## config.mk

```make
export PLATFORM = sky130hd
export DESIGN_NAME = irq_status_ctrl
export DESIGN_NICKNAME = d
export VERILOG_FILES = /design/src/rtl/irq_pkg.sv /design/src/rtl/irq_link_edge.sv /design/src/rtl/irq_status_bank.sv /design/src/rtl/irq_mask_reg.sv /design/src/rtl/irq_status_ctrl.sv
export SDC_FILE = /design/constraint.sdc
export NUM_CORES = 1
export LEC_CHECK = 0
export ABC_AREA = 0
export CAP_MARGIN = 25
export CORE_MARGIN = 2
export CORE_UTILIZATION = 39
export CTS_BUF_LIST = sky130_fd_sc_hd__clkbuf_8
export CTS_CLUSTER_SIZE = 10
export DETAILED_ROUTE_END_ITERATION = 16
export PLACE_DENSITY = 0.79
export SLEW_MARGIN = 20
export SYNTH_ARGS = -nofsm -noshare
export SYNTH_HDL_FRONTEND = slang
export SYNTH_SLANG_ARGS = --single-unit
```

## constraint.sdc

```tcl
create_clock -name clk -period 1.2 [get_ports clk]
set_clock_uncertainty 0.1 [all_clocks]
set_input_delay 0.24 -clock clk [delete_from_list [all_inputs] [get_ports clk]]
set_output_delay 0.24 -clock clk [all_outputs]
set_load 0.05 [all_outputs]
```

## src/rtl/irq_pkg.sv

```systemverilog
package irq_pkg;
   localparam int unsigned SEL_W = 2;

   typedef enum logic [SEL_W-1:0] {
      SEL_STATUS  = 2'd0,
      SEL_ENABLE  = 2'd1,
      SEL_DISABLE = 2'd2,
      SEL_MASK    = 2'd3
   } reg_sel_e;
endpackage

```

## src/rtl/irq_link_edge.sv

```systemverilog
module irq_link_edge #(
   parameter int unsigned SYNC_STAGES = 2
) (
   input  logic clk,
   input  logic rst_n,
   input  logic link_i,
   output logic edge_o
);
   logic [SYNC_STAGES-1:0] sync_q;
   logic                   prev_q;

   generate
      if (SYNC_STAGES < 2) begin : g_bad
         $error("irq_link_edge: SYNC_STAGES must be at least 2");
      end
   endgenerate

   always_ff @(posedge clk) begin
      if (!rst_n) begin
         sync_q <= '0;
         prev_q <= 1'b0;
      end else begin
         sync_q <= {sync_q[SYNC_STAGES-2:0], link_i};
         prev_q <= sync_q[SYNC_STAGES-1];
      end
   end

   assign edge_o = sync_q[SYNC_STAGES-1] ^ prev_q;
endmodule

```

## src/rtl/irq_status_bank.sv

```systemverilog
module irq_status_bank #(
   parameter int unsigned      NUM_SRC   = 14,
   parameter logic [NUM_SRC-1:0] RSVD_MASK = 'h100
) (
   input  logic               clk,
   input  logic               rst_n,
   input  logic [NUM_SRC-1:0] set_i,
   input  logic               rd_clr_i,
   output logic [NUM_SRC-1:0] status_o
);
   localparam logic [NUM_SRC-1:0] LIVE = ~RSVD_MASK;

   genvar b;
   generate
      for (b = 0; b < NUM_SRC; b++) begin : g_bit
         if (RSVD_MASK[b]) begin : g_rsvd
            assign status_o[b] = 1'b0;
         end else begin : g_live
            logic st_q;
            always_ff @(posedge clk) begin
               if (!rst_n)        st_q <= 1'b0;
               else if (rd_clr_i) st_q <= set_i[b];
               else               st_q <= st_q | set_i[b];
            end
            assign status_o[b] = st_q;
         end
      end
   endgenerate

   AST_SET_STICKS: assert property (@(posedge clk) disable iff (!rst_n)
      ((set_i & LIVE) != '0) |=> ((status_o & $past(set_i & LIVE)) == $past(set_i & LIVE)));
   AST_NO_SPONTANEOUS_CLEAR: assert property (@(posedge clk) disable iff (!rst_n)
      !rd_clr_i |=> ((status_o & $past(status_o)) == $past(status_o)));
   AST_READ_CLEARS: assert property (@(posedge clk) disable iff (!rst_n)
      rd_clr_i |=> ((status_o & ~$past(set_i)) == '0));
   AST_RACE_KEPT: assert property (@(posedge clk) disable iff (!rst_n)
      (rd_clr_i && ((set_i & LIVE) != '0)) |=> ((status_o & $past(set_i & LIVE)) != '0));
endmodule

```

## src/rtl/irq_mask_reg.sv

```systemverilog
module irq_mask_reg #(
   parameter int unsigned      NUM_SRC   = 14,
   parameter logic [NUM_SRC-1:0] RSVD_MASK = 'h100
) (
   input  logic               clk,
   input  logic               rst_n,
   input  logic               en_we_i,
   input  logic               dis_we_i,
   input  logic [NUM_SRC-1:0] wdata_i,
   output logic [NUM_SRC-1:0] mask_o
);
   localparam logic [NUM_SRC-1:0] LIVE = ~RSVD_MASK;

   logic [NUM_SRC-1:0] mask_q;
   logic [NUM_SRC-1:0] set_bits;
   logic [NUM_SRC-1:0] clr_bits;

   always_comb begin
      set_bits = dis_we_i ? (wdata_i & LIVE) : '0;
      clr_bits = en_we_i  ? wdata_i          : '0;
   end

   always_ff @(posedge clk) begin
      if (!rst_n) mask_q <= LIVE;
      else        mask_q <= (mask_q | set_bits) & ~clr_bits & LIVE;
   end

   assign mask_o = mask_q;

   AST_ENABLE_CLEARS: assert property (@(posedge clk) disable iff (!rst_n)
      en_we_i |=> ((mask_o & $past(wdata_i)) == '0));
   AST_DISABLE_SETS: assert property (@(posedge clk) disable iff (!rst_n)
      dis_we_i |=> ((mask_o & $past(wdata_i & LIVE)) == $past(wdata_i & LIVE)));
   AST_MASK_HOLDS: assert property (@(posedge clk) disable iff (!rst_n)
      (!en_we_i && !dis_we_i) |=> $stable(mask_o));
   AST_MASK_RSVD_ZERO: assert property (@(posedge clk) disable iff (!rst_n)
      (mask_o & RSVD_MASK) == '0);
endmodule

```

## src/rtl/irq_status_ctrl.sv

```systemverilog
module irq_status_ctrl #(
   parameter int unsigned        NUM_SRC   = 14,
   parameter int unsigned        DATA_W    = 32,
   parameter int unsigned        LINK_BIT  = 9,
   parameter logic [NUM_SRC-1:0] RSVD_MASK = 'h100,
   parameter bit                 IRQ_REG   = 1'b1
) (
   input  logic                     clk,
   input  logic                     rst_n,
   input  logic [NUM_SRC-1:0]       evt_i,
   input  logic                     link_i,
   input  logic                     bus_valid,
   input  logic                     bus_write,
   input  logic [irq_pkg::SEL_W-1:0] bus_addr,
   input  logic [DATA_W-1:0]        bus_wdata,
   output logic [DATA_W-1:0]        bus_rdata,
   output logic                     irq_o
);
   import irq_pkg::*;

   localparam logic [NUM_SRC-1:0] LINK_ONEHOT = NUM_SRC'(1) << LINK_BIT;
   localparam logic [NUM_SRC-1:0] PULSE_LIVE  = ~(RSVD_MASK | LINK_ONEHOT);

   generate
      if (LINK_BIT >= NUM_SRC) begin : g_bad_link
         $error("irq_status_ctrl: LINK_BIT outside the status vector");
      end
      if (DATA_W < NUM_SRC) begin : g_bad_width
         $error("irq_status_ctrl: DATA_W narrower than NUM_SRC");
      end
      if (RSVD_MASK[LINK_BIT]) begin : g_bad_rsvd
         $error("irq_status_ctrl: link bit may not be reserved");
      end
   endgenerate

   reg_sel_e           sel;
   logic               rd_any, wr_any;
   logic               rd_status, en_we, dis_we;
   logic               link_edge;
   logic [NUM_SRC-1:0] set_vec;
   logic [NUM_SRC-1:0] status;
   logic [NUM_SRC-1:0] mask;
   logic [NUM_SRC-1:0] pending;
   logic [DATA_W-1:0]  rdata_q;
   logic               unused_wdata;

   assign sel          = reg_sel_e'(bus_addr);
   assign rd_any       = bus_valid && !bus_write;
   assign wr_any       = bus_valid &&  bus_write;
   assign rd_status    = rd_any && (sel == SEL_STATUS);
   assign en_we        = wr_any && (sel == SEL_ENABLE);
   assign dis_we       = wr_any && (sel == SEL_DISABLE);
   assign unused_wdata = ^bus_wdata;

   irq_link_edge #(.SYNC_STAGES(2)) u_link (
      .clk    (clk),
      .rst_n  (rst_n),
      .link_i (link_i),
      .edge_o (link_edge)
   );

   assign set_vec = (evt_i & PULSE_LIVE) | (link_edge ? LINK_ONEHOT : '0);

   irq_status_bank #(.NUM_SRC(NUM_SRC), .RSVD_MASK(RSVD_MASK)) u_status (
      .clk      (clk),
      .rst_n    (rst_n),
      .set_i    (set_vec),
      .rd_clr_i (rd_status),
      .status_o (status)
   );

   irq_mask_reg #(.NUM_SRC(NUM_SRC), .RSVD_MASK(RSVD_MASK)) u_mask (
      .clk      (clk),
      .rst_n    (rst_n),
      .en_we_i  (en_we),
      .dis_we_i (dis_we),
      .wdata_i  (bus_wdata[NUM_SRC-1:0]),
      .mask_o   (mask)
   );

   assign pending = status & ~mask;

   always_ff @(posedge clk) begin
      if (!rst_n) begin
         rdata_q <= '0;
      end else if (rd_any) begin
         case (sel)
            SEL_STATUS: rdata_q <= DATA_W'(status);
            SEL_MASK:   rdata_q <= DATA_W'(mask);
            default:    rdata_q <= '0;
         endcase
      end
   end
   assign bus_rdata = rdata_q;

   generate
      if (IRQ_REG) begin : g_irq_ff
         logic irq_q;
         always_ff @(posedge clk) begin
            if (!rst_n) irq_q <= 1'b0;
            else        irq_q <= |pending;
         end
         assign irq_o = irq_q;

         AST_IRQ_HAS_CAUSE: assert property (@(posedge clk) disable iff (!rst_n)
            $rose(irq_o) |-> $past(|(status & ~mask)));
         AST_IRQ_DROPS: assert property (@(posedge clk) disable iff (!rst_n)
            ((status & ~mask) == '0) |=> !irq_o);
      end else begin : g_irq_comb
         assign irq_o = |pending;
      end
   endgenerate

   AST_RDATA_HOLD: assert property (@(posedge clk) disable iff (!rst_n)
      !rd_any |=> $stable(bus_rdata));
   AST_RDATA_RSVD_ZERO: assert property (@(posedge clk) disable iff (!rst_n)
      (bus_rdata[NUM_SRC-1:0] & RSVD_MASK) == '0);
   AST_IDLE_REG_READ_ZERO: assert property (@(posedge clk) disable iff (!rst_n)
      (rd_any && (sel == SEL_ENABLE || sel == SEL_DISABLE)) |=> (bus_rdata == '0));
endmodule

```

# Yosys cells after proc, flatten, opt, wreduce, memory -nomap -nowiden

Index checks and enable logic that the tools add are counted.

Multiply operators: 0
Multiplexer cells: 17
Divide/modulo/power cells: 0
Add/sub/neg operators: 0
Eq/ne operators: 3
Reductions and logical operators: 8
Bitwise logic cells: 20
Shift operators: 0
Magnitude comparators: 0

Operators by type and width:

| kind                                                                  | count |
|---|---|
| 14-bit AND                                                            | 2 |
| 14-bit 2-to-1 mux                                                     | 2 |
| 14-bit inverter                                                       | 2 |
| 14-bit case mux with 2 select lines                                   | 1 |
| 14-bit by 10-bit OR with 14-bit output                                | 1 |
| 14-bit OR                                                             | 1 |
| 14-bit OR reduction                                                   | 1 |
| 1-bit 2-to-1 mux                                                      | 13 |
| 1-bit OR                                                              | 13 |
| 10-bit 2-to-1 mux                                                     | 1 |
| 1-bit logical AND                                                     | 5 |
| 2-bit equality test, second input constant                            | 2 |
| 2-bit by 1-bit equality test with 1-bit output, second input constant | 1 |
| 2-bit logical NOT                                                     | 1 |
| 1-bit logical NOT                                                     | 1 |
| 1-bit XOR                                                             | 1 |

Latch bits: 0
Register bits: 63
Bits in writable memories: 0
Memories kept: 0
Memory bits (read-only): 0

# Logic depth before layout (Yosys ltp)

Gate-level depths: netlist of the first run.

Word-level depth: 5
Depth in mapped cells: 6
Depth with buffers taken out: 5

# Modules after synthesis

From an unflattened synthesis of the first run, not the netlist that was laid out.

Cells, all modules: 248
Area total of the unflattened synthesis: 2,254.7 µm²

Modules (own cells, without submodules):

| module          | cells an instance | instances | seq. area each (µm²) | area each (µm²) |
|---|---|---|---|---|
| irq_status_ctrl | 128               | 1         | 300.3                | 1,079.8 |
| irq_status_bank | 56                | 1         | 260.2                | 561.8 |
| irq_mask_reg    | 57                | 1         | 260.2                | 524.3 |
| irq_link_edge   | 7                 | 1         | 60.1                 | 88.8 |

# Worst setup path before layout of the first run

OpenSTA, ideal clock, no wires.

Path type: input to register
Start: input bus_addr[0] in the netlist's numbering
End: register rdata_q[4], in the netlist bus_rdata[4]
Arrival time: 1.047 ns
Data required time: 0.972 ns
Setup time: 0.128 ns
Cell stages on the path: 6
Slack: -0.075 ns
Path through: inv_1 > ha_1 > buf_2 > a22o_1 > a22oi_1 > nor2_1

Word-level cells in the longest chain between the ends: 2
Elaborated cells between the ends (all ways): 3
Classes of those cells: 1 x eq/ne; 1 x mux; 1 x reduce/logical

RTL lines:

| what                                                            | RTL line              | source |
|---|---|---|
| from (decl)                                                     | irq_status_ctrl.sv:14 | `input logic [irq_pkg::SEL_W-1:0] bus_addr,` |
| 2-bit equality test / 2-bit logical NOT (equally long branches) | irq_status_ctrl.sv:87 | `case (sel)` |
| 14-bit case mux with 2 select lines *                           | irq_status_ctrl.sv:87 |  |
| to (signal assigned)                                            | irq_status_ctrl.sv:88 | `SEL_STATUS: rdata_q <= DATA_W'(status);` |
| to (signal assigned)                                            | irq_status_ctrl.sv:89 | `SEL_MASK: rdata_q <= DATA_W'(mask);` |
| to (decl)                                                       | irq_status_ctrl.sv:44 | `logic [DATA_W-1:0] rdata_q;` |

Mark *: on every way between the ends. The rest lies on a longest branch, timed or not.
A chain may end at the register's enable or synchronous reset.

# Final worst setup path of the first run

Start: register rdata_q[4], in the netlist bus_rdata[4]
End: output bus_rdata[4]

RTL lines:

| what      | RTL line              | source |
|---|---|---|
| to (decl) | irq_status_ctrl.sv:16 | `output logic [DATA_W-1:0] bus_rdata,` |

No word-level cell between the ends.

==> results.py, run 1 <==
metrics = {
    "outcome": {
        "status": "finished, final reports clean",
    },
    "final_layout": {
        "drive_above_1_share_pct": 30.07,
        "area_delta_synth_final_pct": 48.36,
        "fillers": 380,
        "fin_cells": 343,
        "fin_util_pct": 60.05,
        "num_antenna_cells": 0,
        "fin_nets": 332,
    },
    "route": {
        "num_vias": 1686,
        "wl_per_cell_um": 14.10,
        "post-route-drc-count": 0,
        "first_pass_iters": 4,
        "ant_nets": 0,
        "routed_via_density": 4.915,
        "drt_first_iter_violations": 97,
        "drt-total-wl_mm": 4.838,
    },
    "power": {
        "p_int_uw": 2166,
        "powerDensity_nw_per_um2": 1079,
        "seqPwrFrac_pct": 50.5,
        "switching_share_pct": 29.25,
        "clockPowerShare_pct": 28.8,
        "max-vdd-ir-drop_uv": 510.3,
        "leakagePower_uw": 0.001189,
        "power_switching_uw": 895.2,
        "comb_power_share_pct": 20.7,
    },
    "setup_path": {
        "endpoint_kind": "primary output",
        "slowest_delay_ns": 0.39,
        "worst-endpoint-required_ns": 0.86,
        "startpoint_type": "flop",
        "worstSetupPathType": "reg -> out",
        "cp_slowest_cell": "dfxtp_1",
        "crit_arrival_ns": 0.83,
        "crit_family": "flip-flops",
        "worstPathMaxFanout": 2,
        "critical_path_buf_inv_count": 1,
        "worstPathCellList": "buf_12",
    },
    "global_route": {
        "grt_antenna_before_repair": 0,
        "grt_usage_pct": 19.09,
        "grt_pass1_wl_mm": 7.866,
        "gr-total-overflow": 0,
        "grt_pass1_vias": 1662,
        "grt_max_degree": 14,
    },
    "logic_synthesis": {
        "yosysSeqAreaShare_pct": 45.03,
        "ys_warn_count": 0,
        "synth_top_area_cell": "dfxtp_1",
        "synth.most_common_cell": "dfxtp_1",
        "netlist_area_um2": 1912,
        "synthDistinctLibCells": 27,
        "syn_avg_cell_area_um2": 8.892,
        "yosys.area.top_type_share_pct": 45.03,
        "netlist_top_cells_area": "dfxtp_1, buf_4, a21oi_1",
        "postSynthCellCount": 215,
        "synthArstFlopShare_pct": 0,
        "synth-seq-cells": 43,
        "ys.flop_type": "dfxtp_1",
        "synth-edff-count": 0,
        "synth_commonest_cells": "dfxtp_1, a21oi_1, buf_4",
    },
    "clock_network": {
        "worstSkewPairLatency_ns": 0.29,
        "clockBufferDepth": 2,
        "clockRootBuffer": "clkbuf_8",
        "cts_tree": "done",
        "clkTransAtPathRegs_ns": 0.08,
        "clock-sinks": 43,
        "cts_buffers": 5,
        "htreeDepth": 2,
    },
    "timing": {
        "report.final.setup_viol": 0,
        "drv_slew": 0,
        "period_share_pct": 97.79,
        "rsz0062_at_grt": "false",
        "fmax_mhz": 852.1,
        "final.min_clock_period_ns": 1.174,
        "layout_setup_ws_ns": 0.02649,
        "finalHoldViolations": 0,
    },
    "min_path": {
        "hold_path_class": "reg -> reg",
    },
    "die": {
        "floorplan.initialDensity_pct": 40.48,
        "die_h_um": 74.02,
        "core_area_um2": 4723,
        "die_w_um": 74.02,
        "ioPinCount": 86,
        "die-area_um2": 5478,
        "rows": 25,
    },
    "placed_design": {
        "pre_cts_ws_ns": -0.6481,
        "port_buffers": 45,
        "place_hpwl_mm": 3.368,
        "routabilityCongestion": 0.8739,
        "placed_cells": 332,
    },
    "flow_run": {
        "drv_cap": 0,
    },
}
## power groups by stage
| stage | sequential, uW | combinational, uW | clock, uW |
|---|---|---|---|
| 4_1_cts | 1540 | 625 | 890 |
| 6_report | 1550 | 632 | 883 |
| 3_3_place_gp | 1570 | 571 | 0 |
| 2_1_floorplan | 1590 | 358 | 0 |
| 3_5_place_dp | 1570 | 583 | 0 |
| 5_1_grt | 1550 | 673 | 945 |
## per-layer routing
metal	track usage [%]	wire length, um	up-vias	part of all wire, %
li1	-	-	820	-
met1	24.30	2111	787	44
met2	31.55	2331	71	48
met3	4.472	319	8	6.6
met4	7.273	76	0	1.6
met5	0	0	-	0
## layout by cell type (no fill, tap or decap), types with 12 or more instances in the layout
| cell | count |
|---|---|
| a21oi_2 | 15 |
| a22o_1 | 13 |
| and2_1 | 16 |
| buf_12 | 15 |
| buf_4 | 12 |
| clkdlybuf4s50_1 | 27 |
| conb_1 | 19 |
| dfxtp_1 | 31 |
| dfxtp_2 | 12 |
| inv_1 | 15 |
| nor2_1 | 20 |
## path summary, 6_finish.rpt
| check | startpoint | to | slack (ns) | cells past startpoint |
|---|---|---|---|---|
| hold / removal | u_link.sync_q[0]$_SDFF_PN0_ | u_link.sync_q[1]$_SDFF_PN0_ | 0.34 | 1 |
| hold reg to reg | u_link.sync_q[0]$_SDFF_PN0_ | u_link.sync_q[1]$_SDFF_PN0_ | 0.34 | 1 |
| setup / recovery | bus_rdata[4]$_SDFFE_PN0P_ | bus_rdata[4] | 0.03 | 1 |
| setup reg to reg | u_status.g_bit[7].g_live.st_q$_SDFF_PN0_ | irq_o$_SDFF_PN0_ | 0.10 | 4 |
## through the flow
step	TNS [ns]	cell area [um^2]	total power [uW]	hold WS (ns)
3_5_place_dp	-21.70	2595	2153	0.3223
5_1_grt	0	2836	3168	0.3955
4_1_cts	0	2831	3056	0.3420
6_report	0	2836	3061	0.3412
2_1_floorplan	-0.06988	2003	1952	0.2574
3_3_place_gp	-20.43	2595	2139	0.3136
## flip-flops by register name, summed over array words and instances (netlist names)
| name | flops |
|---|---|
| bus_rdata | 13 |
| u_mask.mask_o | 13 |
| irq_o | 1 |
| u_link.prev_q | 1 |
| u_link.sync_q | 2 |
| u_status.g_bit.g_live.st_q | 13 |
## cell type report
type / instances / area (um^2) / area share (%)
flip-flops and latches: 43 / 875.8 / 30.88
inverters: 16 / 60.06 / 2.117
clock inverters: 3 / 16.27 / 0.5734
multi-input cells: 145 / 979.7 / 34.54
repair buffers: 64 / 752.0 / 26.51
clock buffers: 5 / 68.82 / 2.426
well taps: 67 / 83.83 / 2.955
## what timing repair did
item | CTS | global route
cloned | 2 | 0
endpoints found under the setup margin | 42 | 42
resized for setup | 41 | 15
hold buffers | 0 | 0
setup buffers | 1 | 0
pin swaps | 3 | 2
## kinds of logic after synthesis
logic type	Yosys count	synth area share, %
AO/OA/AOI/OAI	72	23.89
AND/OR/NAND/NOR	48	14.01
buffers and inverters	46	13.81
flip-flops	43	45.03
adder cells (fa/ha/maj)	4	2.618
XOR/XNOR	1	0.4582
other	1	0.1961
No activity file was read; power rests on OpenSTA's default activity.
==> run 2, diff against run 1 <==
Settings changed: ABC_AREA 0 to 1, PLACE_DENSITY 0.79 to 0.78.
==> run 2 against run 1 <==
  * Cell count rose by 18%
  * Worst hold slack got worse by 0.019 ns
  * Combinational power fell by 3%
  * Sequential power barely moved
  * Non-clock buffer count fell by 3
  * Flip-flop and latch count did not move
  * Critical endpoint is now bus_rdata[1]
  * Highest routed layer unchanged
==> results.py, run 2 <==
metrics = {
    "clock_network": {
        "cts_buffers": 5,
        "clock-sinks": 43,
        "cts_tree": "done",
        "htreeDepth": 2,
        "clkTransAtPathRegs_ns": 0.08,
        "clockBufferDepth": 2,
        "cts_hold_buf": 0,
        "worstSkewPairLatency_ns": 0.30,
        "clockRootBuffer": "clkbuf_8",
    },
    "setup_path": {
        "crit_arrival_ns": 0.82,
        "endpoint_kind": "primary output",
        "cp_slowest_cell": "dfxtp_1",
        "reg2reg_setup_slack_ns": 0.15,
        "crit_family": "flip-flops",
        "critical_path_buf_inv_count": 1,
        "startpoint_type": "flop",
        "worstPathMaxFanout": 2,
        "worstPathCellList": "buf_12",
        "slowest_delay_ns": 0.38,
        "worst-endpoint-required_ns": 0.86,
        "worstSetupPathType": "reg -> out",
    },
    "power": {
        "max-vdd-ir-drop_uv": 680.5,
        "leakagePower_uw": 0.001324,
        "powerDensity_nw_per_um2": 1198,
    },
    "timing": {
        "period_share_pct": 97.00,
        "drv_slew": 0,
        "final.min_clock_period_ns": 1.164,
        "holdWs_ns": 0.3220,
        "report.final.setup_viol": 0,
        "fmax_mhz": 859.1,
        "finalHoldViolations": 0,
    },
    "logic_synthesis": {
        "synth_commonest_cells": "nand2_1, dfxtp_1, o21ai_0",
        "synth.most_common_cell": "nand2_1",
        "syn_avg_cell_area_um2": 7.069,
        "yosys.area.top_type_share_pct": 43.49,
        "synthArstFlopShare_pct": 0,
        "synth-edff-count": 0,
        "yosysSeqAreaShare_pct": 43.49,
        "synthDistinctLibCells": 21,
        "postSynthCellCount": 280,
        "ys.flop_type": "dfxtp_1",
        "synth_top_area_cell": "dfxtp_1",
        "netlist_top_cells_area": "dfxtp_1, nand2_1, o21ai_0",
        "ys_warn_count": 0,
        "synth-seq-cells": 43,
        "netlist_area_um2": 1979,
    },
    "outcome": {
        "status": "finished, final reports clean",
    },
    "global_route": {
        "grt_usage_pct": 18.09,
        "grt_pass1_wl_mm": 7.507,
        "gr-total-overflow": 0,
        "grt_max_degree": 19,
        "grt_pass1_vias": 1658,
        "grt_antenna_before_repair": 0,
    },
    "die": {
        "die-area_um2": 5661,
        "die_w_um": 75.24,
        "core_area_um2": 4817,
        "rows": 25,
        "floorplan.initialDensity_pct": 41.09,
        "die_h_um": 75.24,
        "ioPinCount": 86,
    },
    "route": {
        "drt_first_iter_violations": 77,
        "ant_nets": 0,
        "post-route-drc-count": 0,
        "num_vias": 1813,
        "wl_per_cell_um": 11.58,
        "first_pass_iters": 4,
        "routed_via_density": 4.477,
        "drt-total-wl_mm": 4.689,
    },
    "placed_design": {
        "placed_cells": 394,
        "routabilityCongestion": 0.8126,
        "port_buffers": 45,
        "place_hpwl_mm": 3.330,
        "placed_area_um2": 2638,
    },
    "final_layout": {
        "fin_area_um2": 2890,
        "num_antenna_cells": 0,
        "final_common_cell": "nand2_1",
        "fin_nets": 394,
        "drive_above_1_share_pct": 20.41,
        "layout_common_cells": "nand2_1, inv_1, dfxtp_1",
        "area_delta_synth_final_pct": 46.02,
        "fin_cells": 405,
    },
    "flow_run": {
        "drv_cap": 0,
    },
    "min_path": {
        "hold_path_class": "reg -> reg",
    },
}
[run 2: cell types whose count changed in the layout (fill, tap and decap cells not counted), moves of 3 or more]
cell,previous run,this run
and2_1,16,0
a21oi_1,11,21
a21oi_2,15,5
a22oi_1,10,0
o21ai_0,3,10
and3_4,3,0
o21ai_2,0,3
inv_1,15,33
nor2b_1,6,0
a22o_1,13,0
nand2_1,0,79
a22oi_2,3,0
o22ai_1,4,1
o21ai_1,10,23
[run 2: area by class of cell]
cell class	count	area, um^2
fill	444	1927
tap	67	83.83
clock inverter	3	63.81
inverter	36	135.1
timing repair buffer	61	726.9
clock buffer	5	68.82
multi-input combinational	190	938.4
sequential	43	873.3
[run 2: path summary, 6_finish.rpt]
check / start / end / cells after the start
max reg2reg: u_mask.mask_o[13]$_SDFF_PN1_ / irq_o$_SDFF_PN0_ / 7
min: u_link.sync_q[0]$_SDFF_PN0_ / u_link.sync_q[1]$_SDFF_PN0_ / 2
max: bus_rdata[1]$_SDFFE_PN0P_ / bus_rdata[1] / 1
min reg2reg: u_link.sync_q[0]$_SDFF_PN0_ / u_link.sync_q[1]$_SDFF_PN0_ / 2
[run 2: per-stage QoR]
stage | power [uW] | util, % | setup WS [ns] | TNS [ns]
3_3_place_gp | 2114 | 54.75 | -0.5895 | -19.91
6_report | 3461 | 60.00 | 0.03603 | 0
3_5_place_dp | 2125 | 54.75 | -0.6645 | -22.24
2_1_floorplan | 1936 | - | 0.02649 | 0
4_1_cts | 3453 | 58.88 | -0.01833 | -0.05560
5_1_grt | 3591 | 60.00 | -0.004050 | -0.01047
[run 2: cell families (layout without fill, tap and decap cells)]
family | count (synthesis) | in the layout | share of synthesized area [%]
AO/OA/AOI/OAI | 63 | 63 | 16.37
XOR/XNOR | 1 | 1 | 0.4426
adder cells (fa/ha/maj) | 4 | 4 | 2.529
buffers and inverters | 66 | 105 | 17.00
flip-flops | 43 | 43 | 43.49
other | 1 | 19 | 0.1895
AND/OR/NAND/NOR | 102 | 103 | 19.97
[run 2: repair_timing]
| item | CTS | global route |
|---|---|---|
| setup buffers | 1 | 0 |
| setup endpoints to repair | 40 | 48 |
| resized for setup | 28 | 40 |
| pin swaps | 2 | 0 |
| cloned | 2 | 0 |
[run 2: worst register-to-register path: stages, from the launching register on]
cell     delay (ns)
dfxtp_1        0.31
inv_1          0.06
nand2_1        0.10
nand2_1        0.06
nor2_1         0.09
nand2_1        0.05
nor2_1         0.10
nor2_1         0.06
[run 2: power breakdown]
group | internal (uW) | leakage, uW | switching [uW] | total, uW
clock network | 823 | 0.0000695 | 493 | 1320
registers | 1490 | 0.000358 | 43.0 | 1530
logic | 245 | 0.000897 | 370 | 615
[run 2: layer usage]
layer / vias to the layer above / part of all wire [%] / GRT usage (%)
met5: - / 0 / 0
met4: 0 / 2.3 / 8.382
met3: 11 / 5.2 / 3.748
met2: 57 / 49 / 30.70
met1: 804 / 43 / 21.97
li1: 941 / - / -
==> run 3, diff against run 2 <==
Settings changed: CTS_CLUSTER_DIAMETER set to 80.
==> results of run 3 <==
The final DEF is identical to that of run 2; final timing and power are the same.
